`src/rtl/psl_pkg.sv`:
```
package psl_pkg;
    typedef enum logic {
        ST_IDLE = 1'b0,
        ST_SLEW = 1'b1
    } psl_state_e;
endpackage

```
`src/rtl/psl_frame_timer.sv`:
```
module psl_frame_timer #(
    parameter int CYCLES = 12500
) (
    input  logic clk,
    input  logic rst_n,
    output logic tick_o
);
    localparam int CW = (CYCLES > 2) ? $clog2(CYCLES) : 1;
    localparam logic [CW-1:0] LAST = CW'(CYCLES - 1);

    logic [CW-1:0] cnt_q;

    assign tick_o = (cnt_q == LAST);

    always_ff @(posedge clk or negedge rst_n) begin
        if (!rst_n)      cnt_q <= '0;
        else if (tick_o) cnt_q <= '0;
        else             cnt_q <= cnt_q + 1'b1;
    end


    tick_gap_chk: assert property (@(posedge clk) disable iff (!rst_n)
        tick_o |=> !tick_o);
endmodule

```
`src/rtl/psl_step_clamp.sv`:
```
module psl_step_clamp #(
    parameter int IN_W  = 16,
    parameter int OUT_W = 12,
    parameter int LIMIT = 320
) (
    input  logic signed [IN_W-1:0]  val_i,
    output logic signed [OUT_W-1:0] val_o
);
    localparam logic signed [IN_W-1:0] HI = IN_W'(LIMIT);
    localparam logic signed [IN_W-1:0] LO = -HI;

    logic signed [IN_W-1:0] sat;

    always_comb begin
        if (val_i > HI)      sat = HI;
        else if (val_i < LO) sat = LO;
        else                 sat = val_i;
        val_o = OUT_W'(sat);
    end


    clamp_range_chk: assert final ((val_o <= OUT_W'(LIMIT)) && (val_o >= -OUT_W'(LIMIT)));
endmodule

```
`src/rtl/psl_slew_fsm.sv`:
```
module psl_slew_fsm
    import psl_pkg::*;
#(
    parameter int PH_W     = 12,
    parameter int SKEW_W   = 8,
    parameter int MAX_STEP = 320,
    parameter int MAX_RATE = 246
) (
    input  logic                   clk,
    input  logic                   rst_n,
    input  logic                   tick_i,
    input  logic                   load_i,
    input  logic signed [PH_W-1:0] load_val_i,
    input  logic [SKEW_W-1:0]      skew_i,
    output logic                   adj_valid_o,
    output logic signed [PH_W-1:0] adj_o,
    output logic                   busy_o,
    output logic                   done_o
);
    localparam logic [PH_W-1:0] RATE_LIM = PH_W'(MAX_RATE);
    localparam logic [PH_W-1:0] STEP_LIM = PH_W'(MAX_STEP);

    psl_state_e             state_q, state_d;
    logic signed [PH_W-1:0] pend_q, pend_d;
    logic [PH_W-1:0]        mag, skew_w, eff_rate, step_mag;
    logic signed [PH_W-1:0] step_s;
    logic                   emit;

    always_comb begin
        mag      = pend_q[PH_W-1] ? -pend_q : pend_q;
        skew_w   = PH_W'(skew_i);
        eff_rate = (skew_w > RATE_LIM) ? RATE_LIM : skew_w;
        step_mag = (eff_rate < mag) ? eff_rate : mag;
        step_s   = pend_q[PH_W-1] ? -$signed(step_mag) : $signed(step_mag);
    end

    always_comb begin
        state_d = state_q;
        pend_d  = pend_q;
        emit    = 1'b0;
        if (load_i) begin
            pend_d  = load_val_i;
            state_d = (load_val_i != '0) ? ST_SLEW : ST_IDLE;
        end else begin
            unique case (state_q)
                ST_IDLE: ;
                ST_SLEW: begin
                    if (tick_i && (step_mag != '0)) begin
                        emit   = 1'b1;
                        pend_d = pend_q - step_s;
                        if (step_mag == mag) state_d = ST_IDLE;
                    end
                end
            endcase
        end
    end

    always_ff @(posedge clk or negedge rst_n) begin
        if (!rst_n) begin
            state_q <= ST_IDLE;
            pend_q  <= '0;
        end else begin
            state_q <= state_d;
            pend_q  <= pend_d;
        end
    end

    always_ff @(posedge clk or negedge rst_n) begin
        if (!rst_n) begin
            adj_valid_o <= 1'b0;
            adj_o       <= '0;
            done_o      <= 1'b0;
        end else begin
            adj_valid_o <= emit;
            adj_o       <= emit ? step_s : '0;
            done_o      <= emit && (state_d == ST_IDLE);
        end
    end

    assign busy_o = (state_q == ST_SLEW);

    logic [PH_W-1:0] adj_mag;
    assign adj_mag = adj_o[PH_W-1] ? -adj_o : adj_o;


    pend_cap_chk: assert property (@(posedge clk) disable iff (!rst_n)
        mag <= STEP_LIM);

    step_cap_chk: assert property (@(posedge clk) disable iff (!rst_n)
        adj_valid_o |-> (adj_mag <= RATE_LIM));

    done_last_chk: assert property (@(posedge clk) disable iff (!rst_n)
        done_o |-> (adj_valid_o && !busy_o));

    busy_pend_chk: assert property (@(posedge clk) disable iff (!rst_n)
        busy_o == (pend_q != '0));

    freeze_chk: assert property (@(posedge clk) disable iff (!rst_n)
        (busy_o && tick_i && (skew_i == '0) && !load_i) |=> (!adj_valid_o && $stable(pend_q)));

    collide_chk: assert property (@(posedge clk) disable iff (!rst_n)
        load_i |=> !adj_valid_o);
endmodule

```
`src/rtl/phase_slew_limiter.sv`:
```
module phase_slew_limiter #(
    parameter int FRAME_CYCLES = 12500,
    parameter int CORR_W       = 16,
    parameter int PH_W         = 12,
    parameter int SKEW_W       = 8,
    parameter int MAX_STEP     = 320,
    parameter int MAX_RATE     = 246
) (
    input  logic                     clk,
    input  logic                     rst_n,
    input  logic                     rearr_i,
    input  logic signed [CORR_W-1:0] corr_i,
    input  logic [SKEW_W-1:0]        skew_i,
    output logic                     adj_valid_o,
    output logic signed [PH_W-1:0]   adj_o,
    output logic                     busy_o,
    output logic                     done_o
);
    logic                   tick;
    logic signed [PH_W-1:0] corr_sat;

    psl_frame_timer #(.CYCLES(FRAME_CYCLES)) u_timer (
        .clk    (clk),
        .rst_n  (rst_n),
        .tick_o (tick)
    );

    psl_step_clamp #(.IN_W(CORR_W), .OUT_W(PH_W), .LIMIT(MAX_STEP)) u_clamp (
        .val_i (corr_i),
        .val_o (corr_sat)
    );

    psl_slew_fsm #(
        .PH_W     (PH_W),
        .SKEW_W   (SKEW_W),
        .MAX_STEP (MAX_STEP),
        .MAX_RATE (MAX_RATE)
    ) u_fsm (
        .clk         (clk),
        .rst_n       (rst_n),
        .tick_i      (tick),
        .load_i      (rearr_i),
        .load_val_i  (corr_sat),
        .skew_i      (skew_i),
        .adj_valid_o (adj_valid_o),
        .adj_o       (adj_o),
        .busy_o      (busy_o),
        .done_o      (done_o)
    );


    cancel_chk: assert property (@(posedge clk) disable iff (!rst_n)
        (rearr_i && (corr_i == '0)) |=> (!busy_o && !done_o));
endmodule

```
`config.mk`:
```
export PLATFORM = sky130hd
export DESIGN_NAME = phase_slew_limiter
export DESIGN_NICKNAME = d
export VERILOG_FILES = /design/src/rtl/psl_pkg.sv /design/src/rtl/psl_frame_timer.sv /design/src/rtl/psl_step_clamp.sv /design/src/rtl/psl_slew_fsm.sv /design/src/rtl/phase_slew_limiter.sv
export SDC_FILE = /design/constraint.sdc
export NUM_CORES = 1
export LEC_CHECK = 0
export BUFFER_PORTS_ARGS = -buffer_cell sky130_fd_sc_hd__buf_2
export CELL_PAD_IN_SITES_DETAIL_PLACEMENT = 0
export CELL_PAD_IN_SITES_GLOBAL_PLACEMENT = 1
export CORE_ASPECT_RATIO = 0.8
export CORE_MARGIN = 4
export CORE_UTILIZATION = 26
export CTS_BUF_LIST = sky130_fd_sc_hd__clkbuf_8
export DETAILED_ROUTE_END_ITERATION = 8
export PLACE_DENSITY = 0.63
export REMOVE_ABC_BUFFERS = 1
export SKIP_CTS_REPAIR_TIMING = 1
export SLEW_MARGIN = 20
export SYNTH_ARGS = -nofsm -noshare
export SYNTH_HDL_FRONTEND = slang
export SYNTH_SLANG_ARGS = --single-unit
```
`constraint.sdc`:
```
create_clock -name clk -period 7.2 [get_ports clk]
set_input_delay 0.72 -clock clk [delete_from_list [all_inputs] [get_ports clk]]
set_output_delay 0.72 -clock clk [all_outputs]
set_load 0.05 [all_outputs]
```
==> results of run 1 <==
==> cell usage in the layout (no fill, tap or decap), types with 3 or more instances in the layout <==
| cell | netlist | final |
|---|---|---|
| nor3_1 | 11 | 11 |
| mux2i_1 | 8 | 8 |
| or4_1 | 4 | 4 |
| inv_1 | 13 | 13 |
| xnor2_1 | 20 | 20 |
| o31ai_1 | 4 | 4 |
| o21a_1 | 3 | 3 |
| or2_2 | 5 | 5 |
| or3_1 | 3 | 3 |
| a2bb2oi_1 | 4 | 4 |
| ha_1 | 21 | 21 |
| nor2_1 | 53 | 53 |
| and3_1 | 6 | 6 |
| nand4_1 | 8 | 8 |
| nor2b_1 | 6 | 5 |
| buf_2 | 3 | 41 |
| o211ai_1 | 6 | 6 |
| a22o_1 | 3 | 3 |
| clkbuf_8 | 0 | 5 |
| nor4_1 | 3 | 3 |
| xor2_1 | 19 | 18 |
| nand2_1 | 31 | 31 |
| a21oi_1 | 19 | 19 |
| buf_4 | 1 | 3 |
| nand3_1 | 11 | 11 |
| dfrtp_1 | 41 | 41 |
| nand2b_1 | 3 | 3 |
| o21ai_0 | 14 | 14 |
| a31oi_1 | 6 | 6 |
| o21ai_1 | 7 | 7 |
| a2111oi_0 | 3 | 3 |
==> path summary, 6_finish.rpt <==
kind                                          end  slack (ns)  depth (start not counted)
worst max-delay path             u_fsm.pend_q[11]        0.51                         20
worst min-delay path             u_timer.cnt_q[0]        0.48                          1
worst max register to register   u_fsm.pend_q[11]        0.51                         20
worst min register to register   u_timer.cnt_q[0]        0.48                          1
max in group asynchronous        u_fsm.pend_q[11]        6.06                          1
min in group asynchronous       u_timer.cnt_q[11]        0.55                          1
==> final cells by class <==
cell class	count	area [um^2]	share of cell area, %
Clock buffer	5	68.82	1.800
Clock inverter	3	43.79	1.146
Inverter	13	48.80	1.277
Multi-Input combinational cell	320	2193	57.38
Sequential cell	41	1026	26.84
Tap cell	171	214.0	5.597
Timing Repair Buffer	44	227.7	5.957
==> logic make-up after synthesis <==
| kind of cell | after synthesis | synth area share [%] |
|---|---|---|
| AO/OA/AOI/OAI | 87 | 18.57 |
| XOR/XNOR | 39 | 10.18 |
| adder cells (fa/ha/maj) | 22 | 8.427 |
| buffers and inverters | 31 | 4.362 |
| flip-flops | 41 | 30.57 |
| multiplexers | 9 | 3.057 |
| AND/OR/NAND/NOR | 163 | 24.83 |
==> power by group <==
group	total, W	internal, W	leakage [nW]	switching, W
sequential	0.000247	0.000235	0.530	0.0000120
combinational	0.000279	0.000115	1.08	0.000163
clock	0.000193	0.000104	0.0585	0.0000884
total	0.000718	0.000455	1.67	0.000263
==> metrics by stage <==
step,std cells,worst slack [ns]
2_1_floorplan,374,1.541
3_3_place_gp,589,0.8367
3_5_place_dp,589,0.5842
4_1_cts,597,0.5149
5_1_grt,597,0.03676
6_report,597,0.5099
==> metal layers <==
metal	wire [um]	GRT usage, %	part of all wire, %
met5	0	0	0
met4	71	2.158	0.79
met3	585	2.242	6.5
met2	3446	18.06	38
met1	4907	19.94	54
==> sequential cells by signal, summed over array words and instances (netlist names) <==
| signal | count |
|---|---|
| u_fsm.adj_o | 12 |
| u_fsm.adj_valid_o | 1 |
| u_fsm.busy_o | 1 |
| u_fsm.done_o | 1 |
| u_fsm.pend_q | 12 |
| u_timer.cnt_q | 14 |
==> worst reg2reg max path: stages (launching register included) <==
cell	delay [ns]
dfrtp_1	0.49
or4_4	0.60
o31ai_1	0.41
xor2_2	0.21
ha_1	0.37
nand4_1	0.13
o31ai_1	0.61
and2_4	0.43
nor2_1	0.07
a21oi_1	0.27
ha_1	0.28
nor3b_1	0.31
nand2_1	0.10
or3_1	0.42
o211ai_1	0.27
ha_1	0.33
and3_1	0.20
a31o_2	0.25
o41ai_1	0.44
a211oi_1	0.15
a211oi_1	0.25
==> impl_metrics.json, run 1 <==
{
  "skew_ns": 0.01689,
  "dr.pass1.iters": 5,
  "ioPinCount": 42,
  "yosysSeqAreaShare_pct": 30.57,
  "finalMaxSlewViolations": 0,
  "drt-initial-drc-count": 234,
  "nNetsFinal": 474,
  "synth-async-reset-ratio_pct": 100.0,
  "cts-root-buf": "clkbuf_8",
  "drc_errors": 0,
  "hold_violations": 0,
  "clock_latency_ns": 0.30,
  "path_clk_slew_ns": 0.10,
  "antenna_cells": 0,
  "crit_start": "u_fsm.pend_q[4]",
  "antenna_left": 0,
  "ir_drop_uv": 63.16,
  "synthDominantCellAreaShare_pct": 30.57,
  "ys_seq_elements": 41,
  "syn_avg_cell_area_um2": 8.561,
  "hpwl_um": 7043,
  "tns_ns": 0,
  "core_area_mm2": 0.01239,
  "crit_path_end_kind": "flop",
  "slew_headroom_pct": 38.25,
  "start_util_pct": 27.09,
  "die-area_mm2": 0.01480,
  "cts_tree": "done",
  "critPathMaxFanout": 21,
  "finish.instance_area_mm2": 0.003822,
  "clock_sinks": 41,
  "fin_crit_sh_pct": 92.92,
  "synth_common_cells": "nor2_1 (53), dfrtp_1 (41), nand2_1 (31), ha_1 (21), xnor2_1 (20)",
  "rows": 36,
  "clockBufferDepth": 2,
  "cts_max_level": 2,
  "crit_top_cell": "ha_1",
  "power.total_w": 0.0007184,
  "hold_class": "flop to flop",
  "worstHoldStart": "u_timer.cnt_q[0]",
  "synth.distinct_cells": 62,
  "syn-cell-area_mm2": 0.003356,
  "cp_slowest_cell": "o31ai_1",
  "fin_crit_ns": 6.690,
  "die_height_um": 109.6,
  "routabilityCongestion": 0.8942,
  "setup_violations": 0,
  "power_density_mw_per_mm2": 188.0,
  "path_cells": "or4_4, o31ai_1, xor2_2, ha_1, nand4_1, o31ai_1, and2_4, nor2_1, a21oi_1, ha_1, nor3b_1, nand2_1, or3_1, o211ai_1, ha_1, and3_1, a31o_2, o41ai_1, a211oi_1, a211oi_1",
  "synth.most_common_cell": "nor2_1",
  "area_growth_pct": 13.91,
  "fmaxAchievable_ghz": 0.1495,
  "grt_overflow": 0,
  "via_count": 2917,
  "antenna_found_initial": 0,
  "outcome": "finished clean",
  "worst_path_largest_cell_delay_ns": 0.61,
  "worst-path-buf-inv": 0,
  "wl_per_cell_um": 15.09,
  "grt_pass1_wl_um": 15060,
  "synth-warning-count": 0,
  "drive_above_1_share_pct": 17.14,
  "io_buffers": 41,
  "fin_hold_ws_ns": 0.4846,
  "path_class": "flop to flop",
  "netlist_top_cells_area": "dfrtp_1 (31%), ha_1 (7.8%), nor2_1 (5.9%)",
  "synthFlopType": "dfrtp_1",
  "synth_edf_count": 0,
  "viasPerCell": 4.886,
  "drv_cap": 0,
  "rsz0062_at_grt": "false",
  "fillers": 1324,
  "die_width_um": 135.0,
  "routed_wl_um": 9011,
  "crit_family": "compound AO/OA/AOI/OAI gates",
  "synth_top_area_cell": "dfrtp_1",
  "synth_cells": 392,
  "first_global_vias": 2847,
  "cts_buffers": 5,
  "required_ns": 7.39,
  "max_slew.worst_pin.slew_ns": 0.9263,
  "total_leakage_power_nw": 1.670,
  "start_kind": "flop",
  "arrival_ns": 6.88,
  "grt_max_degree": 42,
  "r2r-start": "u_fsm.pend_q[4]",
  "placed_area_mm2": 0.003700,
  "track_usage_pct": 12.66,
  "final_core_util_pct": 30.86
}
Note: power is estimated with default switching activity, not from simulation.
==> run 2, diff against run 1 <==
--- a/config.mk
+++ b/config.mk
@@ -6,14 +6,12 @@
 export NUM_CORES = 1
 export LEC_CHECK = 0
 export BUFFER_PORTS_ARGS = -buffer_cell sky130_fd_sc_hd__buf_2
-export CELL_PAD_IN_SITES_DETAIL_PLACEMENT = 0
-export CELL_PAD_IN_SITES_GLOBAL_PLACEMENT = 1
 export CORE_ASPECT_RATIO = 0.8
 export CORE_MARGIN = 4
-export CORE_UTILIZATION = 26
+export CORE_UTILIZATION = 45
 export CTS_BUF_LIST = sky130_fd_sc_hd__clkbuf_8
 export DETAILED_ROUTE_END_ITERATION = 8
-export PLACE_DENSITY = 0.63
+export PLACE_DENSITY = 0.75
 export REMOVE_ABC_BUFFERS = 1
 export SKIP_CTS_REPAIR_TIMING = 1
 export SLEW_MARGIN = 20
==> run 2 against run 1 <==
Against the previous run:
- hold slack got worse by 0.0057 ns
- routed wire length fell by 6.7%
- first-iteration DRC count fell by 10%
==> impl_metrics.json, run 2 (synthesis gave the netlist of run 1 again) <==
{
  "outcome": "finished clean",
  "routed_wl_um": 8404,
  "nNetsFinal": 474,
  "fmaxAchievable_ghz": 0.1519,
  "antenna_cells": 0,
  "ioPinCount": 42,
  "largest-register": "u_timer.cnt_q",
  "rows": 27,
  "required_ns": 7.39,
  "start_util_pct": 47.53,
  "fin_crit_sh_pct": 91.43,
  "crit_path_end_kind": "flop",
  "core_area_mm2": 0.007061,
  "dr.pass1.iters": 5,
  "clock_sinks": 41,
  "gr-usage-met3_pct": 5.475,
  "drc_errors": 0,
  "drive_above_1_share_pct": 17.61,
  "critPathMaxFanout": 21,
  "cts_buffers": 5,
  "fin_hold_ws_ns": 0.4789,
  "die_width_um": 104.5,
  "hold_violations": 0,
  "io_buffers": 41,
  "die_height_um": 85.24,
  "antenna_left": 0,
  "path_class": "flop to flop",
  "path_clk_slew_ns": 0.08,
  "arrival_ns": 6.77,
  "drv_cap": 0,
  "start_kind": "flop",
  "top_usage_layer": "met2",
  "reg_top3": "u_timer.cnt_q (14), u_fsm.adj_o (12), u_fsm.pend_q (12)",
  "cts_tree": "done",
  "max_slew.worst_pin.slew_ns": 0.8669,
  "area_growth_pct": 11.89,
  "grt_use_met2_pct": 29.60,
  "viasPerCell": 5.949,
  "cts-root-buf": "clkbuf_8",
  "cts_max_level": 2,
  "setup_violations": 0,
  "min_to": "u_timer.cnt_q[0]",
  "total_leakage_power_nw": 1.687,
  "routabilityCongestion": 0.8963,
  "worst-r2r-cell-count": 21,
  "fillers": 670,
  "final_core_util_pct": 53.18,
  "antenna_found_initial": 0,
  "rsz0062_at_grt": "false",
  "clockBufferDepth": 2,
  "slew_headroom_pct": 42.21,
  "met1_usage_pct": 27.15,
  "tns_ns": 0,
  "via_count": 3052,
  "largest_reg_flops": 14,
  "worst_r2r_endpoint": "u_fsm.pend_q[11]",
  "power_density_mw_per_mm2": 201.3,
  "die-area_mm2": 0.008911,
  "worstHoldStart": "u_timer.cnt_q[0]",
  "hpwl_um": 6659,
  "final_common_cell": "nor2_1",
  "hold_depth": 1,
  "fin_crit_ns": 6.583,
  "stdcell_count": 513,
  "rrSetupSlack_ns": 0.62,
  "power.total_w": 0.0007560,
  "final_cell_mix": "nor2_1 (53), buf_2 (41), dfrtp_1 (41), nand2_1 (31), ha_1 (21)",
  "ir_drop_uv": 97.36,
  "r2r-start": "u_fsm.pend_q[4]",
  "grt_max_degree": 42,
  "first_global_vias": 2918,
  "skew_ns": 0.006570,
  "finalMaxSlewViolations": 0,
  "wl_per_cell_um": 16.38,
  "drt-initial-drc-count": 210,
  "clock_latency_ns": 0.29,
  "grt_pass1_wl_um": 14030,
  "dp_cells": 505,
  "grt_overflow": 0,
  "track_usage_pct": 19.29,
  "hold_class": "flop to flop"
}
## run 2: stage by stage
stage / setup slack, ns / cell area [um^2]
3_3_place_gp: 0.7724 / 3595
2_1_floorplan: 1.541 / 3258
3_5_place_dp: 0.4173 / 3595
6_report: 0.6168 / 3755
5_1_grt: 0.1213 / 3755
4_1_cts: 0.3376 / 3732
## run 2: how the worst max path moves through the flow
| stage | from | end | slack [ns] | cells past startpoint |
|---|---|---|---|---|
| 3_3_place_gp | u_fsm.pend_q[4] | u_fsm.pend_q[11] | 0.77 | 22 |
| 6_report | u_fsm.pend_q[4] | u_fsm.pend_q[11] | 0.62 | 21 |
| 2_1_floorplan | u_fsm.pend_q[4] | u_fsm.pend_q[11] | 1.54 | 21 |
| 3_5_place_dp | u_fsm.pend_q[4] | u_fsm.pend_q[11] | 0.42 | 21 |
| 4_1_cts | u_fsm.pend_q[4] | u_fsm.pend_q[11] | 0.34 | 21 |
| 5_1_grt | u_fsm.pend_q[4] | u_fsm.pend_q[11] | 0.12 | 21 |
## run 2: critical path: stages (launching register included)
cell       delay [ns]
dfrtp_1          0.50
or4_4            0.61
o31ai_2          0.32
xor2_2           0.33
ha_1             0.33
nand4_1          0.14
nor2_1           0.07
a2111oi_0        0.38
o31ai_1          0.24
and2_4           0.28
a21oi_1          0.29
ha_1             0.27
nor3b_1          0.31
nand2_1          0.13
or3_1            0.42
o211ai_1         0.28
ha_1             0.34
and3_1           0.21
a31o_2           0.26
o41ai_2          0.33
a211oi_1         0.14
a211oi_1         0.28
## run 2: power by group
part	internal [W]	switching [W]	leakage, nW	total (W)
Clock	0.000140	0.0000824	0.0687	0.000222
Combinational	0.000118	0.000168	1.09	0.000286
Sequential	0.000235	0.0000127	0.530	0.000248
Total	0.000492	0.000263	1.69	0.000756
## run 2: area by class of cell
| type | count | area [um^2] | area share, % |
|---|---|---|---|
| flip-flops and latches | 41 | 1026 | 27.32 |
| repair buffers | 44 | 227.7 | 6.065 |
| inverters | 13 | 48.80 | 1.300 |
| well taps | 87 | 108.9 | 2.899 |
| clock buffers | 5 | 68.82 | 1.833 |
| multi-input cells | 320 | 2206 | 58.75 |
| clock inverters | 3 | 68.82 | 1.833 |
## run 2: layer usage
metal  up-vias  share of wire (%)
li1       1475                  -
met1      1440                 48
met2       129                 42
met3         8                9.0
met4         0               0.89
met5         -                  0
==> run 3, diff against run 2 <==
==> constraint.sdc (replaced) <==
create_clock -name clk -period 7.2 [get_ports clk]
set_input_delay 1.44 -clock clk [delete_from_list [all_inputs] [get_ports clk]]
set_output_delay 1.44 -clock clk [all_outputs]
set_load 0.01 [all_outputs]
==> run 3 against run 2 <==
Against the previous run:
- highest routed layer unchanged
- clock power shrank 30%
- combinational power decreased by 2%
- hold slack improved by 0.011 ns
- die area unchanged
- sequential power hardly changed
- register-to-register slack worse by 0.16 ns
- clock skew grew 0.0024 ns
- critical path depth up 1
- sequential share of layout area grew 0.42 points
- design area shrank 1.5%
- global-route usage decreased by 1.2 points
- final cell count unchanged
- critical endpoint unchanged
==> impl_metrics.json, run 3 (synthesis gave the netlist of run 1 again) <==
{
  "drive_above_1_share_pct": 16.90,
  "core_area_mm2": 0.007061,
  "antenna_cells": 0,
  "max_slew.worst_pin.slew_ns": 0.8883,
  "via_count": 3046,
  "die-area_mm2": 0.008911,
  "finalMaxSlewViolations": 0,
  "io_buffers": 41,
  "outcome": "finished clean",
  "routed_wl_um": 8246,
  "final_common_cell": "nor2_1",
  "path_class": "primary input to flop",
  "fin_hold_ws_ns": 0.4900,
  "hold_violations": 0,
  "power_density_mw_per_mm2": 185.8,
  "antenna_left": 0,
  "total_leakage_power_nw": 1.665,
  "grt_pass1_wl_um": 13570,
  "setup_violations": 0,
  "die_height_um": 85.24,
  "crit_path_end_kind": "flop",
  "tns_ns": 0,
  "clock_latency_ns": 0.29,
  "slew_headroom_pct": 40.78,
  "start_util_pct": 47.53,
  "viasPerCell": 5.938,
  "final_cell_mix": "nor2_1 (53), buf_2 (41), dfrtp_1 (41), nand2_1 (31), ha_1 (21)",
  "cts-root-buf": "clkbuf_8",
  "drc_errors": 0,
  "drv_cap": 0,
  "clockBufferDepth": 2,
  "drt-initial-drc-count": 248,
  "largest_reg_flops": 14,
  "skew_ns": 0.008984,
  "arrival_ns": 6.94,
  "wl_per_cell_um": 16.07,
  "fmaxAchievable_ghz": 0.1474,
  "required_ns": 7.36,
  "path_clk_slew_ns": 0.08,
  "reg_top3": "u_timer.cnt_q (14), u_fsm.adj_o (12), u_fsm.pend_q (12)",
  "dr.pass1.iters": 6,
  "largest-register": "u_timer.cnt_q",
  "grt_overflow": 0,
  "nNetsFinal": 474,
  "die_width_um": 104.5,
  "first_global_vias": 2682,
  "start_kind": "primary input",
  "fin_crit_ns": 6.784,
  "clock_sinks": 41,
  "hold_class": "flop to flop",
  "hpwl_um": 6527,
  "critPathMaxFanout": 21,
  "ioPinCount": 42,
  "area_growth_pct": 10.22,
  "ir_drop_uv": 103.6,
  "grt_max_degree": 42,
  "fin_crit_sh_pct": 94.22,
  "cts_buffers": 5,
  "routabilityCongestion": 0.8915,
  "rows": 27,
  "cts_max_level": 2,
  "cts_tree": "done",
  "rsz0062_at_grt": "false",
  "track_usage_pct": 18.13,
  "antenna_found_initial": 0
}
-- run 3: cell types whose count changed in the layout (fill, tap and decap cells not counted), sizes merged --
cell,delta
bufinv,-2
clkinv,+2
clkbuf,+1
inv,-1
-- run 3: metrics by stage --
stage | instances | total power [W] | setup WS (ns) | instance area, um^2 | utilization (%)
after floorplan | 374 | 0.0004545 | 1.292 | 3258 | -
after detailed placement | 505 | 0.0005262 | 0.1813 | 3595 | 50.91
final | 513 | 0.0006871 | 0.4161 | 3699 | 52.38
after global placement | 505 | 0.0005212 | 0.3896 | 3595 | 50.91
after global routing | 513 | 0.0007319 | 0.04932 | 3699 | 52.38
after CTS | 513 | 0.0006845 | 0.4600 | 3691 | 52.28
-- run 3: worst max-delay path, stage by stage --
cell       delay (ns)
buf_2            0.16
nand4_1          0.22
and2_0           0.30
ha_1             0.34
a21oi_1          0.14
nor2_1           0.05
a2111oi_0        0.41
o31ai_1          0.26
and2_4           0.29
a21oi_1          0.32
ha_1             0.28
nor3b_1          0.42
nand2_1          0.13
or3_1            0.43
o211ai_1         0.28
ha_1             0.34
and3_1           0.21
a31o_2           0.26
o41ai_2          0.32
nand2_1          0.09
mux2i_1          0.16
a211oi_1         0.08
-- run 3: metal layers --
| metal | up-vias | track usage [%] | wire, um |
|---|---|---|---|
| li1 | 1477 | - | - |
| met1 | 1438 | 29.06 | 4168 |
| met2 | 127 | 26.20 | 3362 |
| met3 | 4 | 3.042 | 701 |
| met4 | 0 | 1.208 | 14 |
| met5 | - | 0 | 0 |
-- run 3: report_power, final --
| group | switching [W] | total, W | internal, W |
|---|---|---|---|
| combinational | 0.000163 | 0.000280 | 0.000117 |
| clock | 0.0000787 | 0.000156 | 0.0000777 |
| sequential | 0.0000154 | 0.000251 | 0.000235 |
| total | 0.000257 | 0.000687 | 0.000430 |
-- run 3: area by class of cell --
class | count | area (um^2)
clock buffer | 6 | 82.58
clock inverter | 2 | 13.76
fill | 687 | 3362
inverter | 13 | 48.80
multi-input combinational | 320 | 2191
sequential | 41 | 1026
tap | 87 | 108.9
timing repair buffer | 44 | 227.7
-- run 3: worst paths after layout --
kind / startpoint / to / slack (ns) / cells past startpoint
worst max-delay path: skew_i[4] / u_fsm.pend_q[11] / 0.42 / 22
worst min-delay path: u_timer.cnt_q[0] / u_timer.cnt_q[0] / 0.49 / 1
worst max register to register: u_fsm.pend_q[4] / u_fsm.pend_q[11] / 0.46 / 22
worst min register to register: u_timer.cnt_q[0] / u_timer.cnt_q[0] / 0.49 / 1
max in group asynchronous: rst_n / u_fsm.pend_q[4] / 5.38 / 1
min in group asynchronous: rst_n / u_timer.cnt_q[10] / 1.27 / 1
